## src/rtl/fuse_pkg.sv

```systemverilog
package fuse_pkg;

   localparam int ILEN = 32;
   localparam int XLEN = 32;
   localparam int RIDX = 5;
   localparam int KW   = 3;

   typedef enum logic [KW-1:0] {
      K_NONE  = 3'd0,
      K_LUI   = 3'd1,
      K_AUIPC = 3'd2,
      K_SHX   = 3'd3,
      K_LDX   = 3'd4,
      K_STX   = 3'd5,
      K_SFB   = 3'd6
   } fkind_e;

   localparam logic [6:0] OPC_LUI   = 7'b0110111;
   localparam logic [6:0] OPC_AUIPC = 7'b0010111;
   localparam logic [6:0] OPC_IMM   = 7'b0010011;
   localparam logic [6:0] OPC_REG   = 7'b0110011;
   localparam logic [6:0] OPC_LOAD  = 7'b0000011;
   localparam logic [6:0] OPC_STORE = 7'b0100011;
   localparam logic [6:0] OPC_BR    = 7'b1100011;

   // candidate produced by one idiom matcher
   typedef struct packed {
      logic            hit;
      fkind_e          kind;
      logic [RIDX-1:0] rs1;
      logic [RIDX-1:0] rs2;
      logic [RIDX-1:0] rd;
      logic [XLEN-1:0] imm;
   } fuop_t;

   // full descriptor leaving the block
   typedef struct packed {
      logic            valid;
      logic            fused;
      fkind_e          kind;
      logic [RIDX-1:0] rs1;
      logic [RIDX-1:0] rs2;
      logic [RIDX-1:0] rd;
      logic [XLEN-1:0] imm;
      logic [ILEN-1:0] insn;
      logic [1:0]      adv;
   } uop_out_t;

   function automatic logic [6:0] opc_of(input logic [ILEN-1:0] i);
      return i[6:0];
   endfunction
   function automatic logic [RIDX-1:0] rd_of(input logic [ILEN-1:0] i);
      return i[11:7];
   endfunction
   function automatic logic [RIDX-1:0] rs1_of(input logic [ILEN-1:0] i);
      return i[19:15];
   endfunction
   function automatic logic [RIDX-1:0] rs2_of(input logic [ILEN-1:0] i);
      return i[24:20];
   endfunction
   function automatic logic [2:0] f3_of(input logic [ILEN-1:0] i);
      return i[14:12];
   endfunction
   function automatic logic [6:0] f7_of(input logic [ILEN-1:0] i);
      return i[31:25];
   endfunction
   function automatic logic [XLEN-1:0] imm_i(input logic [ILEN-1:0] i);
      return {{20{i[31]}}, i[31:20]};
   endfunction
   function automatic logic [XLEN-1:0] imm_s(input logic [ILEN-1:0] i);
      return {{20{i[31]}}, i[31:25], i[11:7]};
   endfunction
   function automatic logic [XLEN-1:0] imm_b(input logic [ILEN-1:0] i);
      return {{19{i[31]}}, i[31], i[7], i[30:25], i[11:8], 1'b0};
   endfunction
   function automatic logic [XLEN-1:0] imm_u(input logic [ILEN-1:0] i);
      return {i[31:12], 12'b0};
   endfunction

endpackage

```

## src/rtl/fuse_match_upper.sv

```systemverilog
module fuse_match_upper
   import fuse_pkg::*;
#(
   parameter bit ENABLE = 1'b1
) (
   input  logic [ILEN-1:0] i0,
   input  logic [ILEN-1:0] i1,
   output fuop_t           cand
);

   generate
      if (ENABLE) begin : g_on
         logic [RIDX-1:0] d;
         logic            head;
         logic            tail;
         always_comb begin
            d    = rd_of(i0);
            head = (opc_of(i0) == OPC_LUI) || (opc_of(i0) == OPC_AUIPC);
            tail = (opc_of(i1) == OPC_IMM) && (f3_of(i1) == 3'b000) &&
                   (rs1_of(i1) == d) && (rd_of(i1) == d);
            cand = '0;
            if (head && tail && (d != '0)) begin
               cand.hit  = 1'b1;
               cand.kind = (opc_of(i0) == OPC_LUI) ? K_LUI : K_AUIPC;
               cand.rd   = d;
               cand.imm  = imm_u(i0) + imm_i(i1);
            end
         end
      end else begin : g_off
         assign cand = '0;
      end
   endgenerate

endmodule

```

## src/rtl/fuse_match_shift.sv

```systemverilog
module fuse_match_shift
   import fuse_pkg::*;
#(
   parameter bit ENABLE = 1'b1
) (
   input  logic [ILEN-1:0] i0,
   input  logic [ILEN-1:0] i1,
   output fuop_t           cand
);

   localparam logic [6:0] F7_LOGIC = 7'b0000000;
   localparam logic [6:0] F7_ARITH = 7'b0100000;

   generate
      if (ENABLE) begin : g_on
         logic [RIDX-1:0] d;
         logic            left;
         logic            right;
         logic            arith;
         always_comb begin
            d     = rd_of(i0);
            left  = (opc_of(i0) == OPC_IMM) && (f3_of(i0) == 3'b001) &&
                    (f7_of(i0) == F7_LOGIC);
            arith = (f7_of(i1) == F7_ARITH);
            right = (opc_of(i1) == OPC_IMM) && (f3_of(i1) == 3'b101) &&
                    ((f7_of(i1) == F7_LOGIC) || arith) &&
                    (rs1_of(i1) == d) && (rd_of(i1) == d);
            cand = '0;
            if (left && right && (d != '0)) begin
               cand.hit  = 1'b1;
               cand.kind = K_SHX;
               cand.rs1  = rs1_of(i0);
               cand.rd   = d;
               cand.imm  = {{(XLEN-11){1'b0}}, arith, rs2_of(i1), rs2_of(i0)};
            end
         end
      end else begin : g_off
         assign cand = '0;
      end
   endgenerate

endmodule

```

## src/rtl/fuse_match_mem.sv

```systemverilog
module fuse_match_mem
   import fuse_pkg::*;
#(
   parameter bit EN_LOAD  = 1'b1,
   parameter bit EN_STORE = 1'b1
) (
   input  logic [ILEN-1:0] i0,
   input  logic [ILEN-1:0] i1,
   output fuop_t           cand
);

   logic [RIDX-1:0] d;
   logic            is_add;
   logic            ld_ok;
   logic            st_ok;

   always_comb begin
      d      = rd_of(i0);
      is_add = (opc_of(i0) == OPC_REG) && (f3_of(i0) == 3'b000) &&
               (f7_of(i0) == 7'b0) && (d != '0);
   end

   generate
      if (EN_LOAD) begin : g_ld
         always_comb begin
            ld_ok = (opc_of(i1) == OPC_LOAD) && (f3_of(i1) != 3'b011) &&
                    (f3_of(i1) <= 3'b101) && (rs1_of(i1) == d) &&
                    (rd_of(i1) == d);
         end
      end else begin : g_no_ld
         assign ld_ok = 1'b0;
      end
      if (EN_STORE) begin : g_st
         always_comb begin
            st_ok = (opc_of(i1) == OPC_STORE) && (f3_of(i1) <= 3'b010) &&
                    (rs1_of(i1) == d) && (rs2_of(i1) != d) &&
                    ((rs2_of(i1) == rs1_of(i0)) || (rs2_of(i1) == rs2_of(i0)));
         end
      end else begin : g_no_st
         assign st_ok = 1'b0;
      end
   endgenerate

   always_comb begin
      cand = '0;
      if (is_add && (ld_ok || st_ok)) begin
         cand.hit  = 1'b1;
         cand.kind = ld_ok ? K_LDX : K_STX;
         cand.rs1  = rs1_of(i0);
         cand.rs2  = rs2_of(i0);
         cand.rd   = d;
         cand.imm  = ld_ok ? imm_i(i1) : imm_s(i1);
      end
   end

endmodule

```

## src/rtl/fuse_match_sfb.sv

```systemverilog
module fuse_match_sfb
   import fuse_pkg::*;
#(
   parameter bit ENABLE     = 1'b1,
   parameter int SFB_OFFSET = 8
) (
   input  logic [ILEN-1:0] br_insn,
   input  logic [6:0]      nx_opc,
   input  logic [RIDX-1:0] nx_rd,
   output fuop_t           cand
);

   localparam logic [XLEN-1:0] HOP = XLEN'(SFB_OFFSET);

   generate
      if (ENABLE) begin : g_on
         logic is_br;
         logic simple;
         always_comb begin
            is_br  = (opc_of(br_insn) == OPC_BR) &&
                     (f3_of(br_insn) != 3'b010) && (f3_of(br_insn) != 3'b011) &&
                     (imm_b(br_insn) == HOP);
            simple = ((nx_opc == OPC_IMM) || (nx_opc == OPC_REG)) && (nx_rd != '0);
            cand = '0;
            if (is_br && simple) begin
               cand.hit  = 1'b1;
               cand.kind = K_SFB;
               cand.rs1  = rs1_of(br_insn);
               cand.rs2  = rs2_of(br_insn);
               cand.rd   = nx_rd;
               cand.imm  = HOP;
            end
         end
      end else begin : g_off
         assign cand = '0;
      end
   endgenerate

endmodule

```

## src/rtl/macro_fuse_detect.sv

```systemverilog
module macro_fuse_detect
   import fuse_pkg::*;
#(
   parameter bit EN_UPPER   = 1'b1,
   parameter bit EN_SHIFT   = 1'b1,
   parameter bit EN_LOAD    = 1'b1,
   parameter bit EN_STORE   = 1'b1,
   parameter bit EN_SFB     = 1'b1,
   parameter int SFB_OFFSET = 8,
   parameter bit OUT_REG    = 1'b1
) (
   input  logic             clk,
   input  logic             rst_n,
   input  logic             slot0_valid,
   input  logic [31:0]      slot0_insn,
   input  logic             slot1_valid,
   input  logic [31:0]      slot1_insn,
   output logic             uop_valid,
   output logic             uop_fused,
   output logic [2:0]       uop_kind,
   output logic [4:0]       uop_rs1,
   output logic [4:0]       uop_rs2,
   output logic [4:0]       uop_rd,
   output logic [31:0]      uop_imm,
   output logic [31:0]      uop_insn,
   output logic [1:0]       advance
);

   localparam int NCAND = 4;

   generate
      if (SFB_OFFSET < 8 || (SFB_OFFSET % 4) != 0 || SFB_OFFSET > 4092) begin : g_bad_hop
         $error("SFB_OFFSET must be a multiple of 4 between 8 and 4092");
      end
   endgenerate

   fuop_t    cand [NCAND];
   fuop_t    pick;
   uop_out_t nxt;
   uop_out_t cur;

   fuse_match_upper #(.ENABLE(EN_UPPER)) u_upper (
      .i0(slot0_insn), .i1(slot1_insn), .cand(cand[0]));

   fuse_match_shift #(.ENABLE(EN_SHIFT)) u_shift (
      .i0(slot0_insn), .i1(slot1_insn), .cand(cand[1]));

   fuse_match_mem #(.EN_LOAD(EN_LOAD), .EN_STORE(EN_STORE)) u_mem (
      .i0(slot0_insn), .i1(slot1_insn), .cand(cand[2]));

   fuse_match_sfb #(.ENABLE(EN_SFB), .SFB_OFFSET(SFB_OFFSET)) u_sfb (
      .br_insn(slot0_insn), .nx_opc(opc_of(slot1_insn)), .nx_rd(rd_of(slot1_insn)),
      .cand(cand[3]));

   // first hit wins; the idiom families are disjoint on the first opcode
   always_comb begin
      pick = '0;
      for (int k = 0; k < NCAND; k++) begin
         if (!pick.hit && cand[k].hit) pick = cand[k];
      end
   end

   always_comb begin
      nxt = '0;
      if (slot0_valid) begin
         nxt.valid = 1'b1;
         if (slot1_valid && pick.hit) begin
            nxt.fused = 1'b1;
            nxt.kind  = pick.kind;
            nxt.rs1   = pick.rs1;
            nxt.rs2   = pick.rs2;
            nxt.rd    = pick.rd;
            nxt.imm   = pick.imm;
            nxt.insn  = slot1_insn;
            nxt.adv   = 2'd2;
         end else begin
            nxt.kind  = K_NONE;
            nxt.rs1   = rs1_of(slot0_insn);
            nxt.rs2   = rs2_of(slot0_insn);
            nxt.rd    = rd_of(slot0_insn);
            nxt.insn  = slot0_insn;
            nxt.adv   = 2'd1;
         end
      end
   end

   generate
      if (OUT_REG) begin : g_reg
         always_ff @(posedge clk or negedge rst_n) begin
            if (!rst_n) cur <= '0;
            else        cur <= nxt;
         end
      end else begin : g_comb
         assign cur = nxt;
      end
   endgenerate

   assign uop_valid = cur.valid;
   assign uop_fused = cur.fused;
   assign uop_kind  = cur.kind;
   assign uop_rs1   = cur.rs1;
   assign uop_rs2   = cur.rs2;
   assign uop_rd    = cur.rd;
   assign uop_imm   = cur.imm;
   assign uop_insn  = cur.insn;
   assign advance   = cur.adv;

endmodule

```

## config.mk

```make
export PLATFORM = sky130hd
export DESIGN_NAME = macro_fuse_detect
export DESIGN_NICKNAME = d
export VERILOG_FILES = /design/src/rtl/fuse_pkg.sv /design/src/rtl/fuse_match_upper.sv /design/src/rtl/fuse_match_shift.sv /design/src/rtl/fuse_match_mem.sv /design/src/rtl/fuse_match_sfb.sv /design/src/rtl/macro_fuse_detect.sv
export SDC_FILE = /design/constraint.sdc
export NUM_CORES = 1
export LEC_CHECK = 0
export CAP_MARGIN = 20
export CORE_MARGIN = 1.5
export CORE_UTILIZATION = 49
export CTS_BUF_LIST = sky130_fd_sc_hd__clkbuf_8
export DETAILED_ROUTE_END_ITERATION = 7
export GPL_TIMING_DRIVEN = 0
export PLACE_DENSITY_LB_ADDON = 0.1
export SLEW_MARGIN = 20
export SYNTH_ARGS = -nofsm -noshare
export SYNTH_HDL_FRONTEND = slang
export SYNTH_SLANG_ARGS = --single-unit
```

## constraint.sdc

```tcl
create_clock -name clk -period 0.8 [get_ports clk]
set_input_delay 0.2 -clock clk [delete_from_list [all_inputs] [get_ports clk]]
set_output_delay 0.2 -clock clk [all_outputs]
set_load 0.02 [all_outputs]
```

After elaboration in Yosys (flattened, before gate mapping)
Cells that the tools add are included.
{"block": "totals", "output_inout_bits": 86, "ff_bits": 86}
{"block": "op_classes", "n_mux": 18, "order_cmp": 2, "reduce_logical": 48, "addsub": 1, "n_eq_ne": 21}
{"op": "$mux 51", "count": 6}
{"op": "$mux 86", "count": 1}
{"op": "$mux 37", "count": 2}
{"op": "$eq 7x6->1 const B", "count": 5}
{"op": "$logic_and 1x1->1", "count": 34}
{"op": "$mux 34", "count": 1}
{"op": "$add 32x32->32", "count": 1}
{"op": "$mux 32", "count": 1}
{"op": "$eq 31x3->1 const B", "count": 1}
{"op": "$eq 7x5->1 const B", "count": 3}
{"op": "$eq 5x5->1", "count": 4}
{"op": "$mux 18", "count": 1}
{"op": "$logic_not 7->1", "count": 2}
{"op": "$reduce_bool 5->1", "count": 2}
{"op": "$mux 9", "count": 1}
{"op": "$ne 3x2->1 const B", "count": 3}
{"op": "$eq 7x2->1 const B", "count": 1}
{"op": "$eq 7x7->1 const B", "count": 1}
{"op": "$logic_not 3->1", "count": 2}
{"op": "$logic_or 1x1->1", "count": 5}
{"op": "$mux 5", "count": 1}
{"op": "$ne 5x5->1", "count": 1}
{"op": "$mux 4", "count": 1}
{"op": "$eq 3x1->1 const B", "count": 1}
{"op": "6 further kinds", "count": 9}

Longest topological paths before layout
Gate-level depths: netlist of the first run.
{"block": "logic_depth", "ltp_word": 20, "ltp_mapped": 11, "depth_no_buf": 11}

By module
A second synthesis of the first run with hierarchy kept.
{"block": "hier_totals", "cells_unflattened": 832, "area_unflattened_um2": 7699.9}
{"module": "macro_fuse_detect", "instances": 1, "cells_each": 353, "area_each_um2": 4210.3}
{"module": "fuse_match_upper", "instances": 1, "cells_each": 198, "area_each_um2": 1317.5}
{"module": "fuse_match_mem", "instances": 1, "cells_each": 109, "area_each_um2": 813.3}
{"module": "fuse_match_sfb", "instances": 1, "cells_each": 84, "area_each_um2": 683.2}
{"module": "fuse_match_shift", "instances": 1, "cells_each": 88, "area_each_um2": 675.6}

Worst setup path after synthesis of the first run
No wires, ideal clock.
{"block": "synth_path", "path_type": "input port to flip-flop", "start": "input port slot0_insn[9]", "end": "register cur, in the netlist uop_rs1[0]", "t_arrival_ps": 2229, "path_buffers": 1, "stages": 9, "path_slack_ps": -1548, "t_required_ps": 681, "cell_sequence": "buf_2 xor2_1 nor4_1 nand4_1 or4_4 a21oi_2 nand2_1 o21a_1 and2_1"}
{"element": "start: declaration", "line": "macro_fuse_detect.sv:15", "source": "input logic [31:0] slot0_insn,"}
{"element": "end signal: assignment", "line": "macro_fuse_detect.sv:91", "source": "else cur <= nxt;"}
{"element": "end: declaration", "line": "macro_fuse_detect.sv:40", "source": "uop_out_t cur;"}

==> flow_summary.json, run 1 <==
{
  "outcome": "finished with violations",
  "violations": "hold timing, setup timing",
  "maxCapViolCount": 0,
  "start_util": 0.506,
  "hold_class": "in -> async",
  "wl_per_cell_um": 27.4,
  "vias": 5605,
  "fillers": 399,
  "ys_types": 59,
  "die_w_um": 104,
  "hpwl_mm": 11.7,
  "syn_nets": 587,
  "synth_ff_type": "dfrtp_1",
  "crit_type": "in -> reg",
  "min_period_over_period": 3.09,
  "numCtsBuffers": 9,
  "cts_buffer_depth": 2,
  "synth_warnings": 0,
  "drt_iter0_markers": 523,
  "yosysMostFrequentCell": "dfrtp_1",
  "synthArstFlopShare": 1.00,
  "worst_pin_slew_ps": 541,
  "overflow": 0,
  "wirelength_mm": 23.8,
  "synthTopCellsByCount": "85 x dfrtp_1, 38 x a21oi_1, 37 x nor2b_1",
  "antennaDiodeCount": 0,
  "grt_start_max_net_pins": 53,
  "syn_avg_cell_area_um2": 9.96,
  "htree_levels": 3,
  "endpoint_kind": "register",
  "synth_edf_count": 0,
  "grt_pass1_vias": 5542,
  "leakage_nw": 3.97,
  "regArea_um2": 2130,
  "hold_viol": 33,
  "yosysTopAreaCellShare": 0.428,
  "grtUsageTotal": 0.382,
  "clockRootBuffer": "clkbuf_8",
  "chipHeight_um": 104,
  "postRouteAntennaNets": 0,
  "fin_crit_ps": 2470,
  "netlist_area_um2": 4970,
  "place_congestion": 0.910,
  "fin_tns_setup_ps": -147530,
  "routed_via_density": 6.46,
  "seq_area_frac_synth": 0.428,
  "fin_ws_ps": -1670,
  "dpl_worst_slack_ps": -2870,
  "power_density_nw_per_um2": 1330,
  "num_io_pins": 154,
  "clock-sinks": 85,
  "path_clk_slew_ps": 110,
  "maxSlewHeadroom": 0.639,
  "report.final.slew_viol_count": 0,
  "cp_max_fo": 5,
  "setup_viol": 169,
  "multi_input_area_um2": 3430,
  "row_count": 36,
  "crit_path_start_kind": "input pin",
  "grt_antenna_before_repair": 0,
  "nets": 817,
  "finalPower_mw": 11.5,
  "syn_inst": 499,
  "fin_hold_ws_ps": -246,
  "synth_area_leaders": "dfrtp_1 43%, mux2i_1 6.0%, ha_1 4.8%",
  "max_freq_mhz": 404,
  "area_growth_pct": 74.4,
  "synth_top_area_cell": "dfrtp_1",
  "firstDrtPassIters": 5,
  "grt_pass1_wl_mm": 31.6,
  "cts_tree": "done",
  "drc": 0,
  "cp.required_ps": 1080,
  "portBuffers": 143,
  "rsz0062_at_grt": "true",
  "drive_gt1_frac": 0.515,
  "worstPathArrival_ps": 2760,
  "coreArea_um2": 9820,
  "peakVddDrop_uv": 1000,
  "ys_ff_latch": 85,
  "dieArea_um2": 10800
}
[routing by layer]
layer | global-route usage | vias up | share of wire
met1 | 0.468 | 2698 | 0.35
met3 | 0.0799 | 179 | 0.10
li1 | - | 2217 | -
met2 | 0.638 | 511 | 0.47
met5 | 0 | - | 0
met4 | 0.196 | 0 | 0.083
[power breakdown]
part | switching (mW) | internal (mW) | total, mW
clock | 1.91 | 2.12 | 4.03
sequential | 0.0763 | 4.42 | 4.50
combinational | 1.67 | 1.35 | 3.02
total | 3.65 | 7.89 | 11.5
[stage by stage]
stage	utilization	instances	instance area [um^2]	hold WS, ps
floorplan	-	499	5070	-95.6
global placement	0.679	775	6670	492
detailed placement	0.682	776	6700	187
CTS	0.845	858	8300	-215
global route	0.883	867	8670	-190
finish	0.883	867	8670	-246
[critical path, cell delays in order]
cell and delay [ps]:
buf_12 120, xor2_2 180, nor4_2 340, nand4_1 210, or4_4 650, a21oi_4 240
o31ai_4 110, buf_6 170, buf_8 140, mux2i_2 170, nor2b_1 240
[cell families (layout without fill, tap and decap cells)]
logic type | Yosys count | after routing | share of synthesized area
multiplexers | 35 | 35 | 0.0718
AO/OA/AOI/OAI | 104 | 104 | 0.139
adder cells (fa/ha/maj) | 20 | 20 | 0.0519
AND/OR/NAND/NOR | 178 | 178 | 0.205
flip-flops | 85 | 85 | 0.428
buffers and inverters | 42 | 277 | 0.0430
XOR/XNOR | 35 | 35 | 0.0617
[placed cells by master (no fill, tap or decap), drive strengths merged, types with 14 or more instances in the layout]
cell / synthesis / final
dlygate4sd2: 0 / 14
buf: 17 / 197
clkbuf: 13 / 26
o21ai: 18 / 18
nor3: 14 / 14
xor2: 25 / 25
nor2b: 37 / 37
nand2: 19 / 19
mux2i: 30 / 30
dfrtp: 85 / 85
ha: 19 / 19
inv: 12 / 14
a21oi: 39 / 39
nor2: 43 / 43
[cell type report]
type | instances | share of cell area
clock buffer | 9 | 0.0143
timing repair buffer | 222 | 0.267
inverter | 12 | 0.00563
tap | 133 | 0.0192
sequential | 85 | 0.245
buffer | 27 | 0.0380
multi-input combinational | 372 | 0.395
clock inverter | 7 | 0.0146
[sequential cells by signal, indices dropped and copies added (netlist names)]
signal and flops:
uop_imm 32, uop_insn 32, uop_rd 5, uop_rs1 5, uop_rs2 5, uop_kind 3, advance 2, uop_valid 1
[final timing paths]
| kind | slack (ps) | end | startpoint | cells past startpoint |
|---|---|---|---|---|
| max | -1670 | uop_insn[21]$_DFF_PN0_ | slot0_insn[10] | 11 |
| min | -250 | uop_insn[10]$_DFF_PN0_ | rst_n | 1 |
| max in group asynchronous | 410 | advance[1]$_DFF_PN0_ | rst_n | 2 |
| min in group clk | 110 | uop_valid$_DFF_PN0_ | slot0_valid | 1 |
[timing repair]
item | CTS | global route
hold endpoints to repair | 33 | 33
pin swaps | 68 | 55
setup endpoints to repair | 170 | 170
gates cloned | 9 | 0
gates resized for setup | 787 | 107
buffers inserted | 60 | 19
Note: power is estimated with default switching activity, not from simulation.
==> run 2, diff against run 1 <==
--- a/config.mk
+++ b/config.mk
@@ -12,6 +12,7 @@
 export DETAILED_ROUTE_END_ITERATION = 7
 export GPL_TIMING_DRIVEN = 0
 export PLACE_DENSITY_LB_ADDON = 0.1
+export SETUP_SLACK_MARGIN = 0.05
 export SLEW_MARGIN = 20
 export SYNTH_ARGS = -nofsm -noshare
 export SYNTH_HDL_FRONTEND = slang
==> flow_summary.json, run 2 (synthesis results as in run 1) <==
{
  "dieArea_um2": 10800,
  "max_freq_mhz": 387,
  "worst_pin_slew_ps": 579,
  "hold_viol": 33,
  "nets": 812,
  "antennaDiodeCount": 0,
  "routed_via_density": 6.39,
  "dp.cells": 776,
  "row_count": 36,
  "grtUsageTotal": 0.365,
  "leakage_nw": 3.95,
  "hold_class": "in -> async",
  "htree_levels": 3,
  "portBuffers": 143,
  "grt_pass1_vias": 5321,
  "firstDrtPassIters": 6,
  "drt_iter0_markers": 512,
  "rsz0062_at_grt": "true",
  "chipHeight_um": 104,
  "drive_gt1_frac": 0.495,
  "clockRootBuffer": "clkbuf_8",
  "cp.required_ps": 1070,
  "maxSlewHeadroom": 0.614,
  "coreArea_um2": 9820,
  "postRouteAntennaNets": 0,
  "fin_tns_setup_ps": -157340,
  "endpoint_kind": "register",
  "numCtsBuffers": 9,
  "path_clk_slew_ps": 100,
  "power_density_nw_per_um2": 1340,
  "dpl_worst_slack_ps": -2930,
  "grt_start_max_net_pins": 53,
  "fin_hold_ws_ps": -245,
  "min_period_over_period": 3.23,
  "crit_path_start_kind": "input pin",
  "num_io_pins": 154,
  "violations": "hold timing, setup timing",
  "peakVddDrop_uv": 1290,
  "cp_max_fo": 5,
  "setup_viol": 168,
  "outcome": "finished with violations",
  "area_growth_pct": 72.2,
  "layout_common_cells": "114 x buf_6, 84 x dfrtp_1, 40 x buf_4, 35 x nor2b_1, 25 x nor2_1",
  "instances_no_fill": 862,
  "fin_crit_ps": 2580,
  "overflow": 0,
  "layout_commonest_cell": "buf_6",
  "crit_slowest_cell": "or4_4",
  "critical_path.cell_chain": "buf_4, xor2_1, nor4_2, nand4_1, or4_4, a21oi_4, o31ai_4, buf_6, buf_8, mux2i_1, nor2b_1",
  "cp_slowest_stage_delay_ps": 580,
  "place_congestion": 0.930,
  "cts_tree": "done",
  "start_util": 0.506,
  "wl_per_cell_um": 26.5,
  "die_w_um": 104,
  "grt_antenna_before_repair": 0,
  "hpwl_mm": 11.7,
  "clock-sinks": 85,
  "grt_pass1_wl_mm": 30.1,
  "cts_buffer_depth": 2,
  "vias": 5507,
  "fin_ws_ps": -1780,
  "crit_type": "in -> reg",
  "wirelength_mm": 22.9,
  "report.final.slew_viol_count": 0,
  "finalPower_mw": 11.4,
  "drc": 0,
  "worstPathArrival_ps": 2850,
  "maxCapViolCount": 0
}
-- run 2: through the flow --
stage / utilization / hold WS (ps) / area, um^2
6_report: 0.872 / -245 / 8560
5_1_grt: 0.872 / -205 / 8560
4_1_cts: 0.815 / -222 / 8000
3_5_place_dp: 0.682 / 181 / 6700
3_3_place_gp: 0.680 / 491 / 6680
2_1_floorplan: - / -95.6 / 5080
-- run 2: how the worst max path moves through the flow --
| stage | start | endpoint | slack (ps) | depth (start not counted) |
|---|---|---|---|---|
| after global routing | slot1_insn[9] | uop_insn[20]$_DFF_PN0_ | -1840 | 11 |
| after floorplan | slot0_insn[8] | uop_insn[10]$_DFF_PN0_ | -1480 | 10 |
| after global placement | rst_n | advance[1]$_DFF_PN0_ | -3540 | 1 |
| after CTS | slot0_insn[8] | uop_imm[30]$_DFF_PN0_ | -1350 | 12 |
| after detailed placement | slot1_insn[31] | uop_imm[30]$_DFF_PN0_ | -2930 | 12 |
| final | slot1_insn[9] | uop_insn[7]$_DFF_PN0_ | -1780 | 11 |
-- run 2: critical path, delay by kind of cell --
family,cells,cell delay [ps]
AOI/OAI and AO/OA,2,360
buffers and inverters,3,490
and+or+nand+nor,4,1380
muxes,1,230
xor gates and xnor gates,1,180
-- run 2: metal layers --
layer  global-route usage  share of wire  up-vias
met5                    0              0        -
met4                0.166          0.063        0
met3               0.0787          0.092      146
met2                0.618           0.48      470
met1                0.447           0.37     2670
li1                     -              -     2221
-- run 2: timing repair --
item | 4_1_cts | 5_1_grt
endpoints found under the setup margin | 170 | 170
buffers inserted | 44 | 26
resized for setup | 738 | 120
cloned | 7 | 0
pin swaps | 52 | 28
hold endpoints to repair | 33 | 33
-- run 2: area by class of cell --
class                   count  area [um^2]
clock buffers               9          124
plain buffers              27          314
well taps                 133          166
multi-input cells         372         3350
flip-flops and latches     85         2130
inverters                  12         47.5
clock inverters             7          125
repair buffers            217         2300
fillers                   407         1260
-- run 2: power by group --
group          total, mW  switching (mW)  internal (mW)
clock network       4.02            1.90           2.12
logic               2.92            1.60           1.33
registers           4.49          0.0725           4.42
==> run 3, diff against run 2 <==
--- a/config.mk
+++ b/config.mk
@@ -9,6 +9,7 @@
 export CORE_MARGIN = 1.5
 export CORE_UTILIZATION = 49
 export CTS_BUF_LIST = sky130_fd_sc_hd__clkbuf_8
+export CTS_CLUSTER_DIAMETER = 80
 export DETAILED_ROUTE_END_ITERATION = 7
 export GPL_TIMING_DRIVEN = 0
 export PLACE_DENSITY_LB_ADDON = 0.1
==> results of run 3 <==
The final DEF is identical to that of run 2; final timing and power are the same.
